`config.mk`:
```
export PLATFORM = sky130hd
export DESIGN_NAME = cyc_irq_timer
export DESIGN_NICKNAME = d
export VERILOG_FILES = /design/src/rtl/cit_pkg.sv /design/src/rtl/cit_decode.sv /design/src/rtl/cit_prescaler.sv /design/src/rtl/cit_core.sv /design/src/rtl/cyc_irq_timer.sv
export SDC_FILE = /design/constraint.sdc
export NUM_CORES = 1
export LEC_CHECK = 0
export ABC_AREA = 1
export ABC_CLOCK_PERIOD_IN_PS = 2610
export BUFFER_PORTS_ARGS = -buffer_cell sky130_fd_sc_hd__buf_2
export CAP_MARGIN = 20
export CELL_PAD_IN_SITES_DETAIL_PLACEMENT = 2
export CELL_PAD_IN_SITES_GLOBAL_PLACEMENT = 2
export CORE_MARGIN = 2
export CORE_UTILIZATION = 34
export CTS_BUF_LIST = sky130_fd_sc_hd__clkbuf_16
export DETAILED_ROUTE_END_ITERATION = 10
export PLACE_DENSITY_LB_ADDON = 0.1
export SETUP_SLACK_MARGIN = 0.02
export SLEW_MARGIN = 0
export SYNTH_ARGS = -nofsm -noshare
export SYNTH_HDL_FRONTEND = slang
export SYNTH_SLANG_ARGS = --single-unit
```
`constraint.sdc`:
```
create_clock -name clk -period 2.61 [get_ports clk]
set_clock_uncertainty 0.1 [all_clocks]
set_input_delay 0.261 -clock clk [delete_from_list [all_inputs] [get_ports clk]]
set_output_delay 0.261 -clock clk [all_outputs]
set_load 0.005 [all_outputs]
```
`src/rtl/cit_pkg.sv`:
```
package cit_pkg;

  // Register slot order inside the decoded window (slot * 4 = address offset)
  localparam int unsigned SLOT_LAT_LO = 0;
  localparam int unsigned SLOT_LAT_HI = 1;
  localparam int unsigned SLOT_CTRL   = 2;
  localparam int unsigned SLOT_ACK    = 3;
  localparam int unsigned NUM_SLOTS   = 4;

  // Control bit positions
  localparam int unsigned CB_KEEP = 0;
  localparam int unsigned CB_RUN  = 1;

  typedef logic [1:0] ctrl_t;

  typedef struct packed {
    logic ack;
    logic ctl;
    logic lat_hi;
    logic lat_lo;
  } wr_strb_t;

  // Both control bits take the keep-running value
  function automatic ctrl_t ctrl_fold(input ctrl_t c);
    return {c[CB_KEEP], c[CB_KEEP]};
  endfunction

endpackage

```
`src/rtl/cit_decode.sv`:
```
module cit_decode
  import cit_pkg::*;
#(
  parameter int unsigned          ADDR_W    = 16,
  parameter logic [ADDR_W-1:0]    ADDR_MASK = 16'hF00C,
  parameter logic [ADDR_W-1:0]    ADDR_BASE = 16'hF000,
  parameter int unsigned          SLOT_STEP = 4
) (
  input  logic              clk,
  input  logic              rst_n,
  input  logic              wr_en,
  input  logic [ADDR_W-1:0] wr_addr,
  output wr_strb_t          strb
);

  logic [NUM_SLOTS-1:0] hit;
  logic [ADDR_W-1:0]    masked;

  assign masked = wr_addr & ADDR_MASK;

  for (genvar s = 0; s < NUM_SLOTS; s++) begin : g_slot
    localparam logic [ADDR_W-1:0] SLOT_ADDR = ADDR_BASE + ADDR_W'(s * SLOT_STEP);
    assign hit[s] = wr_en && (masked == SLOT_ADDR);
  end

  assign strb.lat_lo = hit[SLOT_LAT_LO];
  assign strb.lat_hi = hit[SLOT_LAT_HI];
  assign strb.ctl    = hit[SLOT_CTRL];
  assign strb.ack    = hit[SLOT_ACK];

  // at most one register is selected by any write
  p_one_slot_r10: assert property (@(posedge clk) disable iff (!rst_n)
    $onehot0({strb.ack, strb.ctl, strb.lat_hi, strb.lat_lo}));

endmodule

```
`src/rtl/cit_prescaler.sv`:
```
module cit_prescaler #(
  parameter int unsigned DIV   = 114,
  localparam int unsigned PRE_W = $clog2(DIV)
) (
  input  logic clk,
  input  logic rst_n,
  input  logic clr,
  input  logic step,
  output logic tick
);

  localparam logic [PRE_W-1:0] LAST = PRE_W'(DIV - 1);

  logic [PRE_W-1:0] phase;

  function automatic logic [PRE_W-1:0] phase_next(input logic [PRE_W-1:0] p);
    return (p == LAST) ? '0 : p + 1'b1;
  endfunction

  assign tick = step && !clr && (phase == LAST);

  always_ff @(posedge clk or negedge rst_n) begin
    if (!rst_n)     phase <= '0;
    else if (clr)   phase <= '0;
    else if (step)  phase <= phase_next(phase);
  end

  // phase never leaves its range
  p_phase_range_r5: assert property (@(posedge clk) disable iff (!rst_n)
    phase <= LAST);

  // no enabled cycle means the phase holds
  p_phase_hold_r5: assert property (@(posedge clk) disable iff (!rst_n)
    (!clr && !step) |=> $stable(phase));

  // a wrap restarts the phase at zero
  p_phase_wrap_r5: assert property (@(posedge clk) disable iff (!rst_n)
    tick |=> (phase == '0));

endmodule

```
`src/rtl/cit_core.sv`:
```
module cit_core
  import cit_pkg::*;
#(
  parameter int unsigned NIB_W = 4,
  localparam int unsigned CNT_W = 2 * NIB_W
) (
  input  logic             clk,
  input  logic             rst_n,
  input  wr_strb_t         strb,
  input  logic [NIB_W-1:0] wdat,
  input  logic             ptick,
  output logic             run_en,
  output logic             presc_clr,
  output logic             fire,
  output logic             irq
);

  localparam logic [CNT_W-1:0] TOP = '1;

  logic [CNT_W-1:0] latch, latch_nx;
  logic [CNT_W-1:0] count, count_nx;
  ctrl_t            ctrl, ctrl_eff, ctrl_nx;
  logic             irq_nx;
  logic             clr_req;

  function automatic logic [CNT_W-1:0] put_nib(input logic [CNT_W-1:0] old,
                                              input logic [NIB_W-1:0] nib,
                                              input logic             upper);
    logic [CNT_W-1:0] r;
    r = old;
    if (upper) r[CNT_W-1:NIB_W] = nib;
    else       r[NIB_W-1:0]     = nib;
    return r;
  endfunction

  function automatic logic [CNT_W-1:0] bump(input logic [CNT_W-1:0] c);
    return c + 1'b1;
  endfunction

  // Latch as it stands after this cycle's nibble writes
  always_comb begin
    latch_nx = latch;
    if (strb.lat_lo) latch_nx = put_nib(latch_nx, wdat, 1'b0);
    if (strb.lat_hi) latch_nx = put_nib(latch_nx, wdat, 1'b1);
  end

  // Control as it stands after this cycle's register write
  always_comb begin
    if (strb.ctl)      ctrl_eff = wdat[1:0];
    else if (strb.ack) ctrl_eff = ctrl_fold(ctrl);
    else               ctrl_eff = ctrl;
  end

  assign clr_req   = strb.ctl || strb.ack;
  assign presc_clr = strb.ctl && wdat[CB_RUN];
  assign run_en    = ctrl_eff[CB_RUN] && !strb.ctl;
  assign fire      = ptick && (count == TOP);

  always_comb begin
    count_nx = count;
    ctrl_nx  = ctrl_eff;
    irq_nx   = irq;
    if (presc_clr) begin
      count_nx = latch;
    end else if (fire) begin
      count_nx = latch_nx;
      ctrl_nx  = ctrl_fold(ctrl_eff);
    end else if (ptick) begin
      count_nx = bump(count);
    end
    if (fire)         irq_nx = 1'b1;
    else if (clr_req) irq_nx = 1'b0;
  end

  always_ff @(posedge clk or negedge rst_n) begin
    if (!rst_n) begin
      latch <= '0;
      count <= '0;
      ctrl  <= '0;
      irq   <= 1'b0;
    end else begin
      latch <= latch_nx;
      count <= count_nx;
      ctrl  <= ctrl_nx;
      irq   <= irq_nx;
    end
  end

  // a firing wrap raises the request
  p_fire_raises_r6: assert property (@(posedge clk) disable iff (!rst_n)
    fire |=> irq);

  // reload takes the latch including same-cycle nibble writes
  p_fire_reload_r6: assert property (@(posedge clk) disable iff (!rst_n)
    fire |=> (count == $past(latch_nx)));

  // run-bit control write loads the counter from the latch
  p_ctl_load_r3: assert property (@(posedge clk) disable iff (!rst_n)
    (strb.ctl && wdat[CB_RUN]) |=> (count == $past(latch)));

  // firing with keep-running clear leaves counting stopped
  p_fire_stop_r7: assert property (@(posedge clk) disable iff (!rst_n)
    (fire && !ctrl_eff[CB_KEEP]) |=> (ctrl == 2'b00));

  // request holds while nothing clears it
  p_irq_hold_r8: assert property (@(posedge clk) disable iff (!rst_n)
    (irq && !clr_req) |=> irq);

  // clearing write without a firing wrap drops the request
  p_ack_clears_r4: assert property (@(posedge clk) disable iff (!rst_n)
    (clr_req && !fire) |=> !irq);

  // firing wrap wins over a same-cycle acknowledge
  p_fire_over_ack_r9: assert property (@(posedge clk) disable iff (!rst_n)
    (strb.ack && fire) |=> irq);

endmodule

```
`src/rtl/cyc_irq_timer.sv`:
```
module cyc_irq_timer
  import cit_pkg::*;
#(
  parameter int unsigned       ADDR_W    = 16,
  parameter int unsigned       DATA_W    = 8,
  parameter int unsigned       NIB_W     = 4,
  parameter int unsigned       DIV       = 114,
  parameter logic [ADDR_W-1:0] ADDR_MASK = 16'hF00C,
  parameter logic [ADDR_W-1:0] ADDR_BASE = 16'hF000
) (
  input  logic              clk,
  input  logic              rst_n,
  input  logic              cpu_ce,
  input  logic              wr_en,
  input  logic [ADDR_W-1:0] wr_addr,
  input  logic [DATA_W-1:0] wr_data,
  output logic              irq
);

  wr_strb_t strb;
  logic     run_en;
  logic     presc_clr;
  logic     presc_step;
  logic     ptick;
  logic     fire;
  logic     unused_data_hi;

  assign unused_data_hi = ^wr_data[DATA_W-1:NIB_W];

  cit_decode #(
    .ADDR_W    (ADDR_W),
    .ADDR_MASK (ADDR_MASK),
    .ADDR_BASE (ADDR_BASE),
    .SLOT_STEP (4)
  ) u_decode (
    .clk     (clk),
    .rst_n   (rst_n),
    .wr_en   (wr_en),
    .wr_addr (wr_addr),
    .strb    (strb)
  );

  assign presc_step = cpu_ce && run_en;

  cit_prescaler #(
    .DIV (DIV)
  ) u_presc (
    .clk   (clk),
    .rst_n (rst_n),
    .clr   (presc_clr),
    .step  (presc_step),
    .tick  (ptick)
  );

  cit_core #(
    .NIB_W (NIB_W)
  ) u_core (
    .clk       (clk),
    .rst_n     (rst_n),
    .strb      (strb),
    .wdat      (wr_data[NIB_W-1:0]),
    .ptick     (ptick),
    .run_en    (run_en),
    .presc_clr (presc_clr),
    .fire      (fire),
    .irq       (irq)
  );

  // a prescaler wrap only comes from an enabled CPU cycle
  p_tick_needs_ce_r5: assert property (@(posedge clk) disable iff (!rst_n)
    ptick |-> (cpu_ce && run_en));

  // firing always coincides with a prescaler wrap
  p_fire_on_tick_r6: assert property (@(posedge clk) disable iff (!rst_n)
    fire |-> ptick);

endmodule

```
==> impl_metrics.env <==
export IMPL_status="completed"
export IMPL_synthAdderAreaFrac=0.0237
export IMPL_gp_congestion=0.719
export IMPL_core_um2=4410
export IMPL_diodes=0
export IMPL_synth_flop_cell="dfrtp_1"
export IMPL_hp_class="primary input to flip-flop"
export IMPL_path_clk_slew_ns=0.06
export IMPL_post_dp_hpwl_um=3100
export IMPL_synth_xor_area_share=0.0442
export IMPL_synth_edf_count=0
export IMPL_wl_um=4410
export IMPL_power_density_nw_per_um2=644
export IMPL_startpoint_type="flip-flop"
export IMPL_fill_cells=524
export IMPL_synth_top_family_by_area="simple AND/OR/NAND/NOR gates"
export IMPL_worst_slew_pin_slew_ns=0.617
export IMPL_final_cells=269
export IMPL_clock_path_buffers=2
export IMPL_synth_compound_area_frac=0.107
export IMPL_layout_drive_gt1_share=0.175
export IMPL_hold_path_depth=3
export IMPL_worst_slack_ns=0.654
export IMPL_rows=24
export IMPL_synth_mux_area_fraction=0
export IMPL_seq_area_um2=651
export IMPL_drcViolationCount=0
export IMPL_ys_async_sr_fraction=1.00
export IMPL_io_buffer_count=14
export IMPL_crit_path_end_kind="flip-flop"
export IMPL_h_tree_depth=1
export IMPL_reg2reg_depth=11
export IMPL_io_pins=29
export IMPL_clk_latency_ns=0.26
export IMPL_layout_nets=250
export IMPL_overflow=0
export IMPL_ys_seq_elements=26
export IMPL_max_freq_mhz=511
export IMPL_syn_inst=203
export IMPL_r2r_end="u_core.count[5]"
export IMPL_avgSynthCellArea_um2=7.80
export IMPL_dieArea_um2=5220
export IMPL_power_leakage_nw=0.915
export IMPL_yosysUniqueCellTypes=27
export IMPL_final_cell_mix="nand2_1 (55), dfrtp_1 (26), nor2_1 (25), o21ai_0 (19), inv_1 (17)"
export IMPL_final_period_utilization=0.749
export IMPL_synthSimpleGateAreaFrac=0.352
export IMPL_multi_input_area_um2=835
export IMPL_cap_violations=0
export IMPL_cts_sinks=26
export IMPL_drv_slew=0
export IMPL_ant_nets=0
export IMPL_yosysWarnings=0
export IMPL_cp_max_fo=8
export IMPL_rsz0062_at_grt="no"
export IMPL_cts_tree="done"
export IMPL_finalSetupViolCount=0
export IMPL_die_height_um=72.3
export IMPL_grt_antenna_before_repair=0
export IMPL_ir_worst_vdd_v=0.000309
export IMPL_area_growth_pct=11.9
export IMPL_dpl_worst_slack_ns=0.690
export IMPL_initial_core_util=0.359
export IMPL_finalCriticalPeriod_ns=1.96
export IMPL_dieWidth_um=72.3
export IMPL_drtPass1Iterations=4
export IMPL_slew_headroom=0.588
export IMPL_dr_total_vias=1385
export IMPL_vias_per_cell=5.15
export IMPL_root_buffer="clkbuf_16"
export IMPL_r2r_slack_ns=0.65
export IMPL_cp_required_ns=2.71
export IMPL_grt_use_total=0.192
export IMPL_r2r_start="u_core.count[0]"
export IMPL_dpl_cell_count=265
export IMPL_worstSetupPathType="flip-flop to flip-flop"
export IMPL_whs_endpoint="u_core.latch[0]"
export IMPL_cp_arrival_ns=2.06
export IMPL_hold_viol=0
export IMPL_cts_inserted_buffers=3
export IMPL_final_common_cell="nand2_1"
export IMPL_syn_cell_area_um2=1580
export IMPL_drt_iter0_markers=17
export IMPL_syn_num_nets=234
export IMPL_cts_setup_buffers=0
export IMPL_grt_max_degree=27
export IMPL_tns_ns=0
export IMPL_ys_seq_area_frac=0.411
export IMPL_grt_pass1_vias=1592
export IMPL_routedWlPerCell_um=16.4
export IMPL_grt_pass1_wl_um=7670
export IMPL_hp_start="wr_data[0]"
==> sequential cells by signal, indices dropped and copies added (netlist names) <==
register       count
u_presc.phase      7
u_core.count       8
u_core.ctrl        2
u_core.latch       8
u_core.irq         1
==> per-stage QoR <==
step,area [um2],util,total power (W),hold WS [ns]
6_report,1770,0.402,0.00114,0.268
5_1_grt,1770,0.402,0.00122,0.311
4_1_cts,1770,0.402,0.00117,0.264
3_5_place_dp,1690,0.382,0.000806,0.227
3_3_place_gp,1690,0.382,0.000771,0.209
2_1_floorplan,1580,-,0.000718,-0.135
==> final cells by class <==
class | instances | area share
Multi-Input combinational cell | 155 | 0.471
Sequential cell | 26 | 0.367
Timing Repair Buffer | 15 | 0.0452
Clock buffer | 3 | 0.0423
Inverter | 18 | 0.0381
Tap cell | 52 | 0.0367
==> per-layer routing <==
layer / vias up / global-route usage / wire length (um)
met2: 13 / 0.350 / 2220
met1: 692 / 0.241 / 2040
met3: 5 / 0.0208 / 91
met5: - / 0 / 0
met4: 0 / 0.0503 / 56
li1: 675 / - / -
==> cell families after synthesis <==
| group | Yosys count |
|---|---|
| AND/OR/NAND/NOR | 114 |
| AO/OA/AOI/OAI | 30 |
| flip-flops | 26 |
| buffers and inverters | 22 |
| XOR/XNOR | 8 |
| adder cells (fa/ha/maj) | 3 |
==> timing repair <==
action | CTS | global route
hold buffers | 1 | 0
resized for setup | 0 | 0
endpoints found under the hold margin | 26 | 0
setup endpoints to repair | 0 | 0
==> worst max-delay path, stage by stage, from the launching register on <==
cell,delay [ns]
dfrtp_1,0.38
ha_1,0.21
nand3_2,0.11
nor2_2,0.12
nand2_1,0.08
nor2_2,0.11
nand2_2,0.15
nor2_4,0.27
nand2_1,0.10
nand3_1,0.10
nand2_1,0.08
nand2_1,0.07
==> how the worst max path moves through the flow <==
stage | startpoint | to | slack (ns) | cells past startpoint
after floorplan | u_core.count[0] | u_core.count[3] | 1.05 | 11
after global placement | wr_addr[14] | u_presc.phase[2] | 0.72 | 8
after detailed placement | wr_addr[14] | u_presc.phase[0] | 0.69 | 8
after CTS | u_core.count[0] | u_core.count[4] | 0.63 | 11
after global routing | u_core.count[1] | u_core.count[5] | 0.49 | 11
final | u_core.count[0] | u_core.count[5] | 0.65 | 11
==> power breakdown <==
part           switching (W)  leakage (nW)  internal (W)
Combinational       0.000150         0.543     0.0000944
Sequential         0.0000683         0.335      0.000483
Clock               0.000143        0.0370      0.000203
==> synthesized netlist by cell type (2+ instances only) <==
cell | number | area share
o21a_1 | 2 | 0.0095
nand3_1 | 13 | 0.041
a21oi_1 | 6 | 0.019
dfrtp_1 | 26 | 0.41
nand2_1 | 55 | 0.13
o21ai_0 | 19 | 0.060
buf_6 | 2 | 0.014
nor3_1 | 3 | 0.0095
nand2_2 | 5 | 0.020
inv_1 | 17 | 0.040
nor2_1 | 25 | 0.059
xor2_1 | 7 | 0.039
nand2_4 | 3 | 0.021
ha_1 | 3 | 0.024
nor2_2 | 5 | 0.020
Note: power is estimated with default switching activity, not from simulation.
